<file path="config.mk">
export PLATFORM = sky130hd
export DESIGN_NAME = flash_erase_seq
export DESIGN_NICKNAME = d
export VERILOG_FILES = /design/src/rtl/flash_erase_pkg.sv /design/src/rtl/fe_block_decode.sv /design/src/rtl/fe_delay_timer.sv /design/src/rtl/fe_watchdog.sv /design/src/rtl/flash_erase_seq.sv
export SDC_FILE = /design/constraint.sdc
export NUM_CORES = 1
export LEC_CHECK = 0
export ABC_AREA = 1
export BUFFER_PORTS_ARGS = -buffer_cell sky130_fd_sc_hd__buf_4
export CORE_MARGIN = 4
export CORE_UTILIZATION = 27
export CTS_CLUSTER_SIZE = 25
export DETAILED_ROUTE_END_ITERATION = 7
export PLACE_DENSITY = 0.54
export RECOVER_POWER = 25
export SKIP_CTS_REPAIR_TIMING = 1
export SLEW_MARGIN = 20
export SYNTH_ARGS = -nofsm -noshare
export SYNTH_HDL_FRONTEND = slang
export SYNTH_SLANG_ARGS = --single-unit
export TNS_END_PERCENT = 10
</file>
<file path="constraint.sdc">
create_clock -name clk -period 1.8 [get_ports clk]
set_clock_uncertainty 0.05 [all_clocks]
set_input_delay 0.18 -clock clk [delete_from_list [all_inputs] [get_ports clk]]
set_output_delay 0.18 -clock clk [all_outputs]
set_load 0.01 [all_outputs]
</file>
<file path="src/rtl/flash_erase_pkg.sv">
package flash_erase_pkg;

  typedef enum logic [3:0] {
    ST_IDLE,
    ST_SWE_WAIT,
    ST_ARM,
    ST_ESU_WAIT,
    ST_ERASE,
    ST_HOLD,
    ST_DROP_BLK,
    ST_DROP_SWE,
    ST_POST
  } seq_state_e;

  function automatic int max_int(input int a, input int b);
    return (a > b) ? a : b;
  endfunction

endpackage

</file>
<file path="src/rtl/fe_block_decode.sv">
module fe_block_decode #(
  parameter int ADDR_W    = 20,
  parameter int LO_LIMIT  = 'h8000,
  parameter int TOP_LIMIT = 'h40000,
  parameter int LO_SHIFT  = 12,
  parameter int HI_SHIFT  = 15,
  parameter int LO_BLKS   = 8,
  parameter int HI_BLKS   = 7
) (
  input  logic [ADDR_W-1:0]  addr,
  output logic               in_range,
  output logic [LO_BLKS-1:0] lo_sel,
  output logic [HI_BLKS-1:0] hi_sel
);

  localparam int HI_BASE = LO_LIMIT >> HI_SHIFT;

  logic in_lo;
  logic in_hi;
  logic [ADDR_W-1:0] lo_idx;
  logic [ADDR_W-1:0] hi_idx;

  assign in_lo    = addr < ADDR_W'(LO_LIMIT);
  assign in_range = addr < ADDR_W'(TOP_LIMIT);
  assign in_hi    = in_range && !in_lo;
  assign lo_idx   = addr >> LO_SHIFT;
  assign hi_idx   = addr >> HI_SHIFT;

  // one comparator per block bit in each group
  for (genvar i = 0; i < LO_BLKS; i++) begin : g_lo
    assign lo_sel[i] = in_lo && (lo_idx == ADDR_W'(i));
  end

  for (genvar j = 0; j < HI_BLKS; j++) begin : g_hi
    assign hi_sel[j] = in_hi && (hi_idx == ADDR_W'(HI_BASE + j));
  end

endmodule

</file>
<file path="src/rtl/fe_delay_timer.sv">
module fe_delay_timer #(
  parameter int CNT_W = 8
) (
  input  logic             clk,
  input  logic             rst_n,
  input  logic             load,
  input  logic [CNT_W-1:0] load_val,
  output logic             expired
);

  logic [CNT_W-1:0] cnt_q;

  // a load of N-1 gives a phase of N cycles before expired is acted on
  always_ff @(posedge clk or negedge rst_n) begin
    if (!rst_n) begin
      cnt_q <= '0;
    end else if (load) begin
      cnt_q <= load_val;
    end else if (cnt_q != '0) begin
      cnt_q <= cnt_q - 1'b1;
    end
  end

  assign expired = (cnt_q == '0);

endmodule

</file>
<file path="src/rtl/fe_watchdog.sv">
module fe_watchdog #(
  parameter int LIMIT = 1000,
  localparam int WD_W = $clog2(LIMIT + 1)
) (
  input  logic clk,
  input  logic rst_n,
  input  logic arm,
  input  logic disarm,
  output logic expire
);

  logic            armed_q;
  logic [WD_W-1:0] cnt_q;

  always_ff @(posedge clk or negedge rst_n) begin
    if (!rst_n) begin
      armed_q <= 1'b0;
      cnt_q   <= '0;
    end else if (disarm) begin
      armed_q <= 1'b0;
      cnt_q   <= '0;
    end else if (arm) begin
      armed_q <= 1'b1;
      cnt_q   <= '0;
    end else if (armed_q) begin
      cnt_q <= cnt_q + 1'b1;
    end
  end

  // fires on the LIMIT-th edge after the arming edge
  assign expire = armed_q && (cnt_q == WD_W'(LIMIT - 1));

endmodule

</file>
<file path="src/rtl/flash_erase_seq.sv">
module flash_erase_seq
  import flash_erase_pkg::*;
#(
  parameter int CLK_MHZ       = 125,
  parameter int SWE_CYC       = CLK_MHZ * 1,
  parameter int ESU_CYC       = CLK_MHZ * 100,
  parameter int ERASE_CYC     = CLK_MHZ * 5000,
  parameter int ERASE_MAX_CYC = CLK_MHZ * 10000,
  parameter int HOLD_CYC      = CLK_MHZ * 10,
  parameter int POST_CYC      = CLK_MHZ * 100,
  parameter int WDOG_CYC      = CLK_MHZ * 8000,
  parameter int ADDR_W        = 20,
  parameter int LO_LIMIT      = 'h8000,
  parameter int TOP_LIMIT     = 'h40000,
  parameter int LO_SHIFT      = 12,
  parameter int HI_SHIFT      = 15,
  localparam int LO_BLKS      = LO_LIMIT >> LO_SHIFT,
  localparam int HI_BLKS      = (TOP_LIMIT - LO_LIMIT) >> HI_SHIFT
) (
  input  logic               clk,
  input  logic               rst_n,
  input  logic               start,
  input  logic [ADDR_W-1:0]  addr,
  output logic               swe,
  output logic               esu,
  output logic               ers,
  output logic [LO_BLKS-1:0] blk_lo,
  output logic [HI_BLKS-1:0] blk_hi,
  output logic               busy,
  output logic               done,
  output logic               timeout,
  output logic               addr_err
);

  localparam int MAX_CYC = max_int(max_int(max_int(SWE_CYC, ESU_CYC),
                                           max_int(ERASE_CYC, HOLD_CYC)), POST_CYC);
  localparam int CNT_W   = $clog2(MAX_CYC + 1);

  seq_state_e state_q;

  logic               dec_ok;
  logic [LO_BLKS-1:0] dec_lo;
  logic [HI_BLKS-1:0] dec_hi;
  logic [LO_BLKS-1:0] lo_pend_q;
  logic [HI_BLKS-1:0] hi_pend_q;

  logic             tmr_load;
  logic [CNT_W-1:0] tmr_val;
  logic             tmr_exp;

  logic wd_arm;
  logic wd_disarm;
  logic wd_expire;
  logic accept;

  fe_block_decode #(
    .ADDR_W   (ADDR_W),
    .LO_LIMIT (LO_LIMIT),
    .TOP_LIMIT(TOP_LIMIT),
    .LO_SHIFT (LO_SHIFT),
    .HI_SHIFT (HI_SHIFT),
    .LO_BLKS  (LO_BLKS),
    .HI_BLKS  (HI_BLKS)
  ) u_decode (
    .addr    (addr),
    .in_range(dec_ok),
    .lo_sel  (dec_lo),
    .hi_sel  (dec_hi)
  );

  fe_delay_timer #(
    .CNT_W(CNT_W)
  ) u_timer (
    .clk     (clk),
    .rst_n   (rst_n),
    .load    (tmr_load),
    .load_val(tmr_val),
    .expired (tmr_exp)
  );

  fe_watchdog #(
    .LIMIT(WDOG_CYC)
  ) u_wdog (
    .clk   (clk),
    .rst_n (rst_n),
    .arm   (wd_arm),
    .disarm(wd_disarm),
    .expire(wd_expire)
  );

  assign accept    = (state_q == ST_IDLE) && start && dec_ok;
  assign wd_arm    = (state_q == ST_SWE_WAIT) && tmr_exp;
  assign wd_disarm = (state_q == ST_DROP_SWE) || wd_expire;
  assign busy      = (state_q != ST_IDLE);

  // timer reload on every transition into a timed phase
  always_comb begin
    tmr_load = 1'b0;
    tmr_val  = '0;
    unique case (state_q)
      ST_IDLE: begin
        tmr_load = accept;
        tmr_val  = CNT_W'(SWE_CYC - 1);
      end
      ST_ARM: begin
        tmr_load = 1'b1;
        tmr_val  = CNT_W'(ESU_CYC - 1);
      end
      ST_ESU_WAIT: begin
        tmr_load = tmr_exp;
        tmr_val  = CNT_W'(ERASE_CYC - 1);
      end
      ST_ERASE: begin
        tmr_load = tmr_exp;
        tmr_val  = CNT_W'(HOLD_CYC - 1);
      end
      ST_DROP_SWE: begin
        tmr_load = 1'b1;
        tmr_val  = CNT_W'(POST_CYC - 1);
      end
      default: begin
        tmr_load = 1'b0;
        tmr_val  = '0;
      end
    endcase
  end

  always_ff @(posedge clk or negedge rst_n) begin
    if (!rst_n) begin
      state_q   <= ST_IDLE;
      swe       <= 1'b0;
      esu       <= 1'b0;
      ers       <= 1'b0;
      blk_lo    <= '0;
      blk_hi    <= '0;
      lo_pend_q <= '0;
      hi_pend_q <= '0;
      done      <= 1'b0;
      timeout   <= 1'b0;
      addr_err  <= 1'b0;
    end else if (wd_expire) begin
      // abort: every strobe low in one edge
      state_q <= ST_IDLE;
      swe     <= 1'b0;
      esu     <= 1'b0;
      ers     <= 1'b0;
      blk_lo  <= '0;
      blk_hi  <= '0;
      timeout <= 1'b1;
    end else begin
      unique case (state_q)
        ST_IDLE: begin
          if (accept) begin
            swe       <= 1'b1;
            done      <= 1'b0;
            timeout   <= 1'b0;
            addr_err  <= 1'b0;
            lo_pend_q <= dec_lo;
            hi_pend_q <= dec_hi;
            state_q   <= ST_SWE_WAIT;
          end else if (start) begin
            addr_err <= 1'b1;
          end
        end
        ST_SWE_WAIT: begin
          if (tmr_exp) begin
            blk_lo  <= lo_pend_q;
            blk_hi  <= hi_pend_q;
            state_q <= ST_ARM;
          end
        end
        ST_ARM: begin
          esu     <= 1'b1;
          state_q <= ST_ESU_WAIT;
        end
        ST_ESU_WAIT: begin
          if (tmr_exp) begin
            ers     <= 1'b1;
            state_q <= ST_ERASE;
          end
        end
        ST_ERASE: begin
          if (tmr_exp) begin
            ers     <= 1'b0;
            state_q <= ST_HOLD;
          end
        end
        ST_HOLD: begin
          if (tmr_exp) begin
            esu     <= 1'b0;
            state_q <= ST_DROP_BLK;
          end
        end
        ST_DROP_BLK: begin
          blk_lo  <= '0;
          blk_hi  <= '0;
          state_q <= ST_DROP_SWE;
        end
        ST_DROP_SWE: begin
          swe     <= 1'b0;
          state_q <= ST_POST;
        end
        ST_POST: begin
          if (tmr_exp) begin
            done    <= 1'b1;
            state_q <= ST_IDLE;
          end
        end
        default: state_q <= ST_IDLE;
      endcase
    end
  end

endmodule

</file>
==> flow_summary.ini, run 1 <==
[finish]
nNetsFinal = 757
utilization_pct = 36.7
stdcell_count = 962
diodes = 0
drive_gt1_share_pct = 29.0
nFillCells = 1807
fin_area_um2 = 6370
area.growth.synth_to_final_pct = 32.3

[setup_path]
arrival_ns = 1.94
critical_path_class = reg2reg
cp-end-kind = flop
r2r_start = u_wdog.cnt_q[16]$_DFFE_PN0P_
r2r_cells = 9
timing.rr.end = blk_hi[4]$_DFFE_PN0P_
crit_path_start_kind = flop
cpMaxStageDelayCell = dfrtp_1
reg2reg_slack_ns = 0.05
cp-endpoint = blk_hi[4]$_DFFE_PN0P_
crit_chain = nand4_1 -> nor2_4 -> nand2_2 -> nor2_4 -> buf_12 -> nor2_4 -> buf_12 -> nand4_1 -> nand2_1
cp_top_family = simple AND/OR/NAND/NOR gates
setup.worst_path.start = u_wdog.cnt_q[16]$_DFFE_PN0P_
cp_max_fo = 15
cp.depth = 9
path_buf_inv = 2
crit_required_ns = 1.99
cpMostUsedCell = nor2_4
slowest_delay_ns = 0.42

[timing]
report.final.slew_viol_count = 0
rsz0062_at_grt = true
tightest_slew_ns = 0.657
relSlewSlack_pct = 56.2
finalSetupViolCount = 0
fin_crit_sh_pct = 97.5
post-route-min-period_ns = 1.75
hold_viol_final = 0
fmax_mhz = 570

[floorplanning]
start_util_pct = 27.7
die_h_um = 142
fp.dieArea_um2 = 20000
die_w_um = 142
fp-row-count = 48
io_pins = 45
core-area_um2 = 17400

[cts]
cts.sinks = 81
clk_pin_slew_worst_paths_ns = 0.07
clockBufferDepth = 2
cts_buffers = 9
clock_latency_ns = 0.35
cts-root-buf = clkbuf_16
cts_tree = yes
htreeDepth = 3

[logic_synthesis]
synth_top_family_by_area = simple AND/OR/NAND/NOR gates
synth_fa_ha_area_share_pct = 0.520
synth_cell_types = 40
synth_ff_type = dfrtp_1
ys_async_sr_fraction_pct = 100
synth.area.top_cells = dfrtp_1 (42%), nand2_1 (13%), nor2_1 (6.6%), nand3_1 (5.9%), nand4_1 (4.7%)
syn_inst = 628
synth_top_area_share_pct = 42.1
yosysMostFrequentCell = nand2_1
yosys.area_share.simple_pct = 41.3
synthMuxAreaShare_pct = 0
synth-edff-count = 0
ys_seq_elements = 81
syn_nets = 653
ys_seq_area_share_pct = 42.1
ys_warn_count = 0
syn_area_um2 = 4810
synthXorXnorAreaFrac_pct = 2.91
yosys.area.top_type = dfrtp_1
syn_area_per_cell_um2 = 7.66
synthTopCellsByCount = nand2_1 (170), nor2_1 (84), dfrtp_1 (81), nand3_1 (57), inv_1 (48)
synth_compound_area_share_pct = 5.74

[route]
avgViaCountPerCell = 4.57
drt_iter0_markers = 264
final_antenna_net_count = 0
via_count = 4399
drc_errors = 0
post_drt_wl_per_cell_um = 13.4
wirelength_mm = 12.9
drt_first_pass_iters = 4

[place]
dp_hpwl_mm = 9.53
port_buffers = 32
dpl_cell_area_um2 = 5770
gp_congestion = 0.847
placed_cells = 936

[worst_hold_path]
worstHoldPathType = in2reg

[global_route]
grt_pass1_vias = 4235
gr-total-overflow = 0
grt_usage_pct = 13.2
antenna_found_initial = 0
grt_pass1_wl_mm = 21.4
grt_max_degree = 39

[flow_run]
maxCapViolCount = 0

[run_status]
status = finished, final reports clean

[power]
vdd_drop_max_mv = 0.416
powerDensity_nw_per_um2 = 576
leakage_nw = 3.04
## where the power goes
group | internal (mW) | switching, mW | total (mW) | leakage [nW]
Combinational | 0.0230 | 0.0601 | 0.0832 | 1.83
Clock | 0.947 | 0.818 | 1.76 | 0.137
Sequential | 1.82 | 0 | 1.82 | 1.08
## logic make-up after synthesis
group                      Yosys count
AOI/OAI and AO/OA                   47
xor gates and xnor gates            16
adders and majority gates            2
buffers and inverters               75
DFF                                 81
and+or+nand+nor                    407
## worst min-delay path, stage by stage
cell and delay, ns:
buf_4 0.08, nor2_1 0.04, nand3_1 0.07, nand2_1 0.04
## how the worst min path moves through the flow
stage / start / end / cells past startpoint
floorplan: rst_n / addr_err$_DFFE_PN0P_ / 0
CTS: rst_n / u_wdog.cnt_q[7]$_DFFE_PN0P_ / 1
global placement: rst_n / u_wdog.cnt_q[7]$_DFFE_PN0P_ / 1
finish: addr[17] / hi_pend_q[2]$_DFFE_PN0P_ / 4
detailed placement: rst_n / u_wdog.cnt_q[7]$_DFFE_PN0P_ / 1
global route: addr[15] / hi_pend_q[0]$_DFFE_PN0P_ / 3
## flip-flops by register name, summed over array words and instances (netlist names)
| signal | cells |
|---|---|
| addr_err | 1 |
| blk_hi | 7 |
| blk_lo | 8 |
| done | 1 |
| ers | 1 |
| esu | 1 |
| hi_pend_q | 7 |
| lo_pend_q | 8 |
| state_q | 4 |
| swe | 1 |
| timeout | 1 |
| u_timer.cnt_q | 20 |
| u_wdog.armed_q | 1 |
| u_wdog.cnt_q | 20 |
## stage by stage
stage	hold slack [ns]	total power, mW	setup WS, ns	TNS [ns]
floorplan	-0.166	1.87	0.0206	0
global placement	0.0709	1.94	-0.0288	-0.313
detailed placement	0.0695	1.94	-0.0711	-0.771
CTS	-0.312	3.73	-0.0820	-0.953
global route	0.0633	3.79	-0.0361	-0.321
finish	0.0576	3.67	0.0452	0
## metal layers
layer / vias to the layer above / share of wire (%) / GRT usage, %
met5: - / 0 / 0
met4: 0 / 1.1 / 3.69
met3: 11 / 3.1 / 2.90
met2: 53 / 48 / 20.9
met1: 2079 / 48 / 18.4
li1: 2256 / - / -
## cell usage in the layout (no fill, tap or decap), types with 9 or more instances in the layout
| cell | count |
|---|---|
| nor2_2 | 13 |
| a21oi_1 | 9 |
| o21ai_0 | 13 |
| nand2_1 | 162 |
| nand2_2 | 14 |
| buf_4 | 88 |
| buf_12 | 9 |
| clkbuf_16 | 9 |
| o21ai_1 | 13 |
| nand3_1 | 56 |
| xor2_1 | 11 |
| dfrtp_1 | 77 |
| nor3_1 | 11 |
| inv_1 | 45 |
| nor2_4 | 15 |
| inv_2 | 13 |
| nor2_1 | 75 |
| nand4_1 | 36 |
## area by class of cell
cell class              instances  area, um2  area share, %
multi-input cells             474       2630           41.2
well taps                     225        282           4.42
clock buffers                   9        225           3.54
clock inverters                 7       52.6          0.825
inverters                      62        245           3.85
repair buffers                104        908           14.3
flip-flops and latches         81       2030           31.9
Note: power is estimated with default switching activity, not from simulation.
==> run 2, diff against run 1 <==
--- a/config.mk
+++ b/config.mk
@@ -6,12 +6,12 @@
 export NUM_CORES = 1
 export LEC_CHECK = 0
 export ABC_AREA = 1
-export BUFFER_PORTS_ARGS = -buffer_cell sky130_fd_sc_hd__buf_4
-export CORE_MARGIN = 4
+export CORE_MARGIN = 1
 export CORE_UTILIZATION = 27
 export CTS_CLUSTER_SIZE = 25
 export DETAILED_ROUTE_END_ITERATION = 7
-export PLACE_DENSITY = 0.54
+export DONT_BUFFER_PORTS = 1
+export PLACE_DENSITY = 0.52
 export RECOVER_POWER = 25
 export SKIP_CTS_REPAIR_TIMING = 1
 export SLEW_MARGIN = 20
==> flow_summary.ini, run 2 (same netlist as run 1, synthesis figures left out) <==
[place]
dp_hpwl_mm = 9.18
dpl_cell_area_um2 = 5550
port_buffers = 0
gp_congestion = 0.855

[floorplanning]
io_pins = 45
start_util_pct = 27.7
core-area_um2 = 17400
die_w_um = 136
fp.dieArea_um2 = 18400
die_h_um = 136
fp-row-count = 48

[run_status]
status = complete, but fails checks
violations = negative hold slack, negative setup slack

[timing]
hold_viol_final = 84
fmax_mhz = 544
rsz0062_at_grt = true
report.final.slew_viol_count = 0
fin_ws_ns = -0.0368
whs_ns = -0.516
relSlewSlack_pct = 64.8
fin_crit_sh_pct = 102
tns_ns = -0.260
post-route-min-period_ns = 1.84
finalSetupViolCount = 13
tightest_slew_ns = 0.527

[setup_path]
cpMaxStageDelayCell = dfrtp_1
cp_max_fo = 7
reg2reg_slack_ns = -0.04
r2r_cells = 10
crit_chain = ha_2 -> inv_2 -> nor2_4 -> inv_2 -> nor3_4 -> nand4_1 -> nand2_2 -> clkbuf_16 -> nand2_2 -> o21ai_1
critical_path_class = reg2reg
r2r_start = u_wdog.cnt_q[1]$_DFFE_PN0P_
timing.rr.end = lo_pend_q[3]$_DFFE_PN0P_
slowest_delay_ns = 0.36
cp-end-kind = flop
crit_path_start_kind = flop
crit_required_ns = 2.02
arrival_ns = 2.06

[route]
final_antenna_net_count = 0
drt_first_pass_iters = 6
wirelength_mm = 13.0
via_count = 4322
post_drt_wl_per_cell_um = 13.7
drt_iter0_markers = 193
drc_errors = 0
avgViaCountPerCell = 4.58

[power]
p_total_mw = 3.63
combPwrFrac_pct = 0.9
power_frac_clock_pct = 48.9
netSwitchingPower_mw = 0.835
pwr-share-seq_pct = 50.2
powerDensity_nw_per_um2 = 580
p_int_mw = 2.79
vdd_drop_max_mv = 0.393
swShare_pct = 23.0
leakage_nw = 2.97

[finish]
area.growth.synth_to_final_pct = 29.9
nFillCells = 1808
multiInputGateArea_um2 = 2610
nNetsFinal = 738
diodes = 0
top_regs = u_timer.cnt_q: 20 flops, u_wdog.cnt_q: 20 flops
final_common_cell = nand2_1
seqCellArea_um2 = 2030
layout_common_cells = nand2_1 (157), dfrtp_1 (80), nor2_1 (73), buf_4 (64), nand3_1 (54)
drive_gt1_share_pct = 28.3
fin_area_um2 = 6250

[cts]
cts_tree = yes
cts.sinks = 81
clk_pin_slew_worst_paths_ns = 0.07
clockBufferDepth = 2
cts_buffers = 9
cts-root-buf = clkbuf_16
htreeDepth = 3
clock_latency_ns = 0.35

[global_route]
gr-total-overflow = 0
grt_usage_pct = 14.5
antenna_found_initial = 0
grt_pass1_vias = 4105
grt_max_degree = 82
grt_pass1_wl_mm = 20.9

[worst_hold_path]
worstHoldPathType = in2async

[flow_run]
maxCapViolCount = 0
run 2: critical path, delay by kind of cell, from the launching register on:
kind / cells / cell delay [ns]
and+or+nand+nor: 5 / 0.77
DFF: 1 / 0.36
buffers and inverters: 3 / 0.30
AOI/OAI and AO/OA: 1 / 0.07
adders and majority gates: 1 / 0.21
run 2: metrics by stage:
stage                     hold slack (ns)  cells  util, %  worst slack, ns
after floorplan                    -0.166    628        -           0.0206
after global placement             -0.157    909     32.0          -0.0313
after detailed placement           -0.157    909     32.0          -0.0386
after CTS                          -0.535    925     33.6          -0.0429
after global routing               -0.537    943     36.0           -0.126
final                              -0.516    943     36.0          -0.0368
run 2: final cells by class:
| class | count | area share, % |
|---|---|---|
| inverter | 62 | 3.96 |
| clock buffer | 9 | 3.60 |
| clock inverter | 7 | 0.980 |
| multi-input combinational | 473 | 41.7 |
| tap | 225 | 4.50 |
| timing repair buffer | 86 | 12.8 |
| sequential | 81 | 32.4 |
run 2: routing by layer:
metal | up-vias | part of all wire [%] | track usage, %
li1 | 2239 | - | -
met1 | 2013 | 49 | 20.4
met2 | 60 | 45 | 21.8
met3 | 10 | 4.0 | 3.25
met4 | 0 | 1.3 | 4.99
met5 | - | 0 | 0
run 2: worst max-delay path by stage:
stage                     cells past startpoint                       end                         start
final                                        10  lo_pend_q[3]$_DFFE_PN0P_   u_wdog.cnt_q[1]$_DFFE_PN0P_
after global routing                         10  hi_pend_q[1]$_DFFE_PN0P_   u_wdog.cnt_q[1]$_DFFE_PN0P_
after CTS                                     8     blk_hi[0]$_DFFE_PN0P_        state_q[1]$_DFFE_PN0P_
after detailed placement                      8     blk_lo[2]$_DFFE_PN0P_   u_wdog.cnt_q[0]$_DFFE_PN0P_
after global placement                       10     blk_hi[2]$_DFFE_PN0P_  u_timer.cnt_q[0]$_DFFE_PN0P_
after floorplan                              13          done$_DFFE_PN0P_  u_timer.cnt_q[0]$_DFFE_PN0P_
run 2: power by group through the flow:
stage | combinational [mW] | clock [mW] | sequential [mW]
after floorplan | 0.0136 | 0 | 1.85
after CTS | 0.0167 | 1.84 | 1.82
final | 0.0318 | 1.78 | 1.82
after global placement | 0.0164 | 0 | 1.85
after global routing | 0.0348 | 1.90 | 1.82
after detailed placement | 0.0166 | 0 | 1.85
==> run 3, diff against run 2 <==
--- a/config.mk
+++ b/config.mk
@@ -8,12 +8,12 @@
 export ABC_AREA = 1
 export CORE_MARGIN = 1
 export CORE_UTILIZATION = 27
+export CTS_CLUSTER_DIAMETER = 80
 export CTS_CLUSTER_SIZE = 25
 export DETAILED_ROUTE_END_ITERATION = 7
 export DONT_BUFFER_PORTS = 1
-export PLACE_DENSITY = 0.52
+export PLACE_DENSITY = 0.5
 export RECOVER_POWER = 25
-export SKIP_CTS_REPAIR_TIMING = 1
 export SLEW_MARGIN = 20
 export SYNTH_ARGS = -nofsm -noshare
 export SYNTH_HDL_FRONTEND = slang
==> constraint.sdc (replaced) <==
create_clock -name clk -period 1.9 [get_ports clk]
set_clock_uncertainty 0.05 [all_clocks]
set_input_delay 0.19 -clock clk [delete_from_list [all_inputs] [get_ports clk]]
set_output_delay 0.19 -clock clk [all_outputs]
set_load 0.01 [all_outputs]
==> flow_summary.ini, run 3 (same netlist as run 1, synthesis figures left out) <==
[run_status]
status = complete, but fails checks
violations = negative hold slack

[finish]
nFillCells = 1794
nNetsFinal = 721
diodes = 0
fin_area_um2 = 5920
final_common_cell = nand2_1
drive_gt1_share_pct = 21.8
area.growth.synth_to_final_pct = 23.0
top_regs = u_timer.cnt_q: 20 flops, u_wdog.cnt_q: 20 flops
layout_common_cells = nand2_1 (168), nor2_1 (81), dfrtp_1 (80), nand3_1 (56), buf_4 (56)

[floorplanning]
die_w_um = 136
die_h_um = 136
io_pins = 45
start_util_pct = 27.7
core-area_um2 = 17400
fp-row-count = 48
fp.dieArea_um2 = 18400

[timing]
fmax_mhz = 554
fin_crit_sh_pct = 95.1
whs_ns = -0.509
rsz0062_at_grt = true
tightest_slew_ns = 0.446
hold_viol_final = 81
finalSetupViolCount = 0
relSlewSlack_pct = 70.1
report.final.slew_viol_count = 0
post-route-min-period_ns = 1.81

[cts]
cts.sinks = 81
cts-root-buf = clkbuf_16
htreeDepth = 3
hold_buffers = 7
cts_buffers = 9
cts_tree = yes
clock_latency_ns = 0.35
clk_pin_slew_worst_paths_ns = 0.07
clockBufferDepth = 2

[global_route]
grt_pass1_wl_mm = 21.7
grt_usage_pct = 15.2
grt_pass1_vias = 4289
antenna_found_initial = 0
gr-total-overflow = 0
grt_max_degree = 82

[place]
dpl_cell_area_um2 = 5420
dp_hpwl_mm = 9.36
gp_congestion = 0.851
port_buffers = 0

[route]
wirelength_mm = 13.0
drt_first_pass_iters = 5
final_antenna_net_count = 0
post_drt_wl_per_cell_um = 14.0
avgViaCountPerCell = 4.74
via_count = 4388
drt_iter0_markers = 286
drc_errors = 0

[setup_path]
arrival_ns = 2.00
cpMaxStageDelayCell = dfrtp_1
crit_required_ns = 2.10
crit_path_start_kind = flop
cp_max_fo = 9
cp-end-kind = flop
cpMostUsedCell = nand2_1
critical_path_class = reg2reg
crit_chain = inv_1 -> ha_2 -> nand2_4 -> nor2_8 -> nand3_4 -> buf_12 -> nand3_1 -> nand2_1 -> nand2_1 -> nand2_1
slowest_delay_ns = 0.38

[worst_hold_path]
worstHoldPathType = in2async

[power]
powerDensity_nw_per_um2 = 581
leakage_nw = 2.82
vdd_drop_max_mv = 0.488

[flow_run]
maxCapViolCount = 0
## run 3: through the flow
stage | total power, mW | utilization (%) | std cells | setup slack, ns | setup TNS [ns]
floorplan | 1.77 | - | 628 | 0.121 | 0
global route | 3.58 | 34.1 | 926 | -0.00823 | -0.0181
finish | 3.44 | 34.1 | 926 | 0.0938 | 0
global placement | 1.77 | 31.3 | 896 | -0.00563 | -0.0126
detailed placement | 1.77 | 31.3 | 896 | -0.0357 | -0.229
CTS | 3.50 | 33.3 | 919 | 0.0109 | 0
## run 3: power breakdown
| group | internal [mW] | switching [mW] | total, mW |
|---|---|---|---|
| Clock | 0.905 | 0.777 | 1.68 |
| Combinational | 0.0139 | 0.0181 | 0.0320 |
| Sequential | 1.72 | 0 | 1.72 |
## run 3: what timing repair did
item                                    4_1_cts  5_1_grt
cloned                                        0        1
pin swaps                                     0        3
gates resized for setup                       3       16
setup buffers                                 0        6
hold endpoints to repair                     94       81
endpoints found under the setup margin       11       60
## run 3: routing by layer
metal | share of wire, % | global-route usage, % | vias up
li1 | - | - | 2189
met1 | 47 | 19.7 | 2103
met2 | 47 | 24.5 | 81
met3 | 4.1 | 3.85 | 15
met4 | 1.9 | 5.12 | 0
met5 | 0 | 0 | -
## run 3: layout make-up
class | count | area, um2 | area share, %
inverter | 62 | 240 | 4.06
multi-input combinational | 473 | 2500 | 42.2
tap | 225 | 282 | 4.75
clock inverter | 6 | 48.8 | 0.824
sequential | 81 | 2030 | 34.3
clock buffer | 10 | 229 | 3.87
timing repair buffer | 69 | 593 | 10.0
## run 3: final timing paths
kind,cells after the start,slack [ns],end,start
max,10,0.09,state_q[0]$_DFFE_PN0P_,u_timer.cnt_q[0]$_DFFE_PN0P_
max reg2reg,10,0.09,state_q[0]$_DFFE_PN0P_,u_timer.cnt_q[0]$_DFFE_PN0P_
min,0,-0.51,u_timer.cnt_q[12]$_DFFE_PN0P_,rst_n
min reg2reg,2,0.44,lo_pend_q[5]$_DFFE_PN0P_,lo_pend_q[5]$_DFFE_PN0P_
min in group clk,3,0.02,hi_pend_q[5]$_DFFE_PN0P_,addr[15]
max in group asynchronous,0,2.14,u_timer.cnt_q[11]$_DFFE_PN0P_,rst_n
## run 3: critical path: cells and delay by family, from the launching register on
family,cells,cell delay (ns)
simple gates,7,0.80
flops,1,0.38
buf+inv,2,0.28
fa+ha+maj,1,0.20
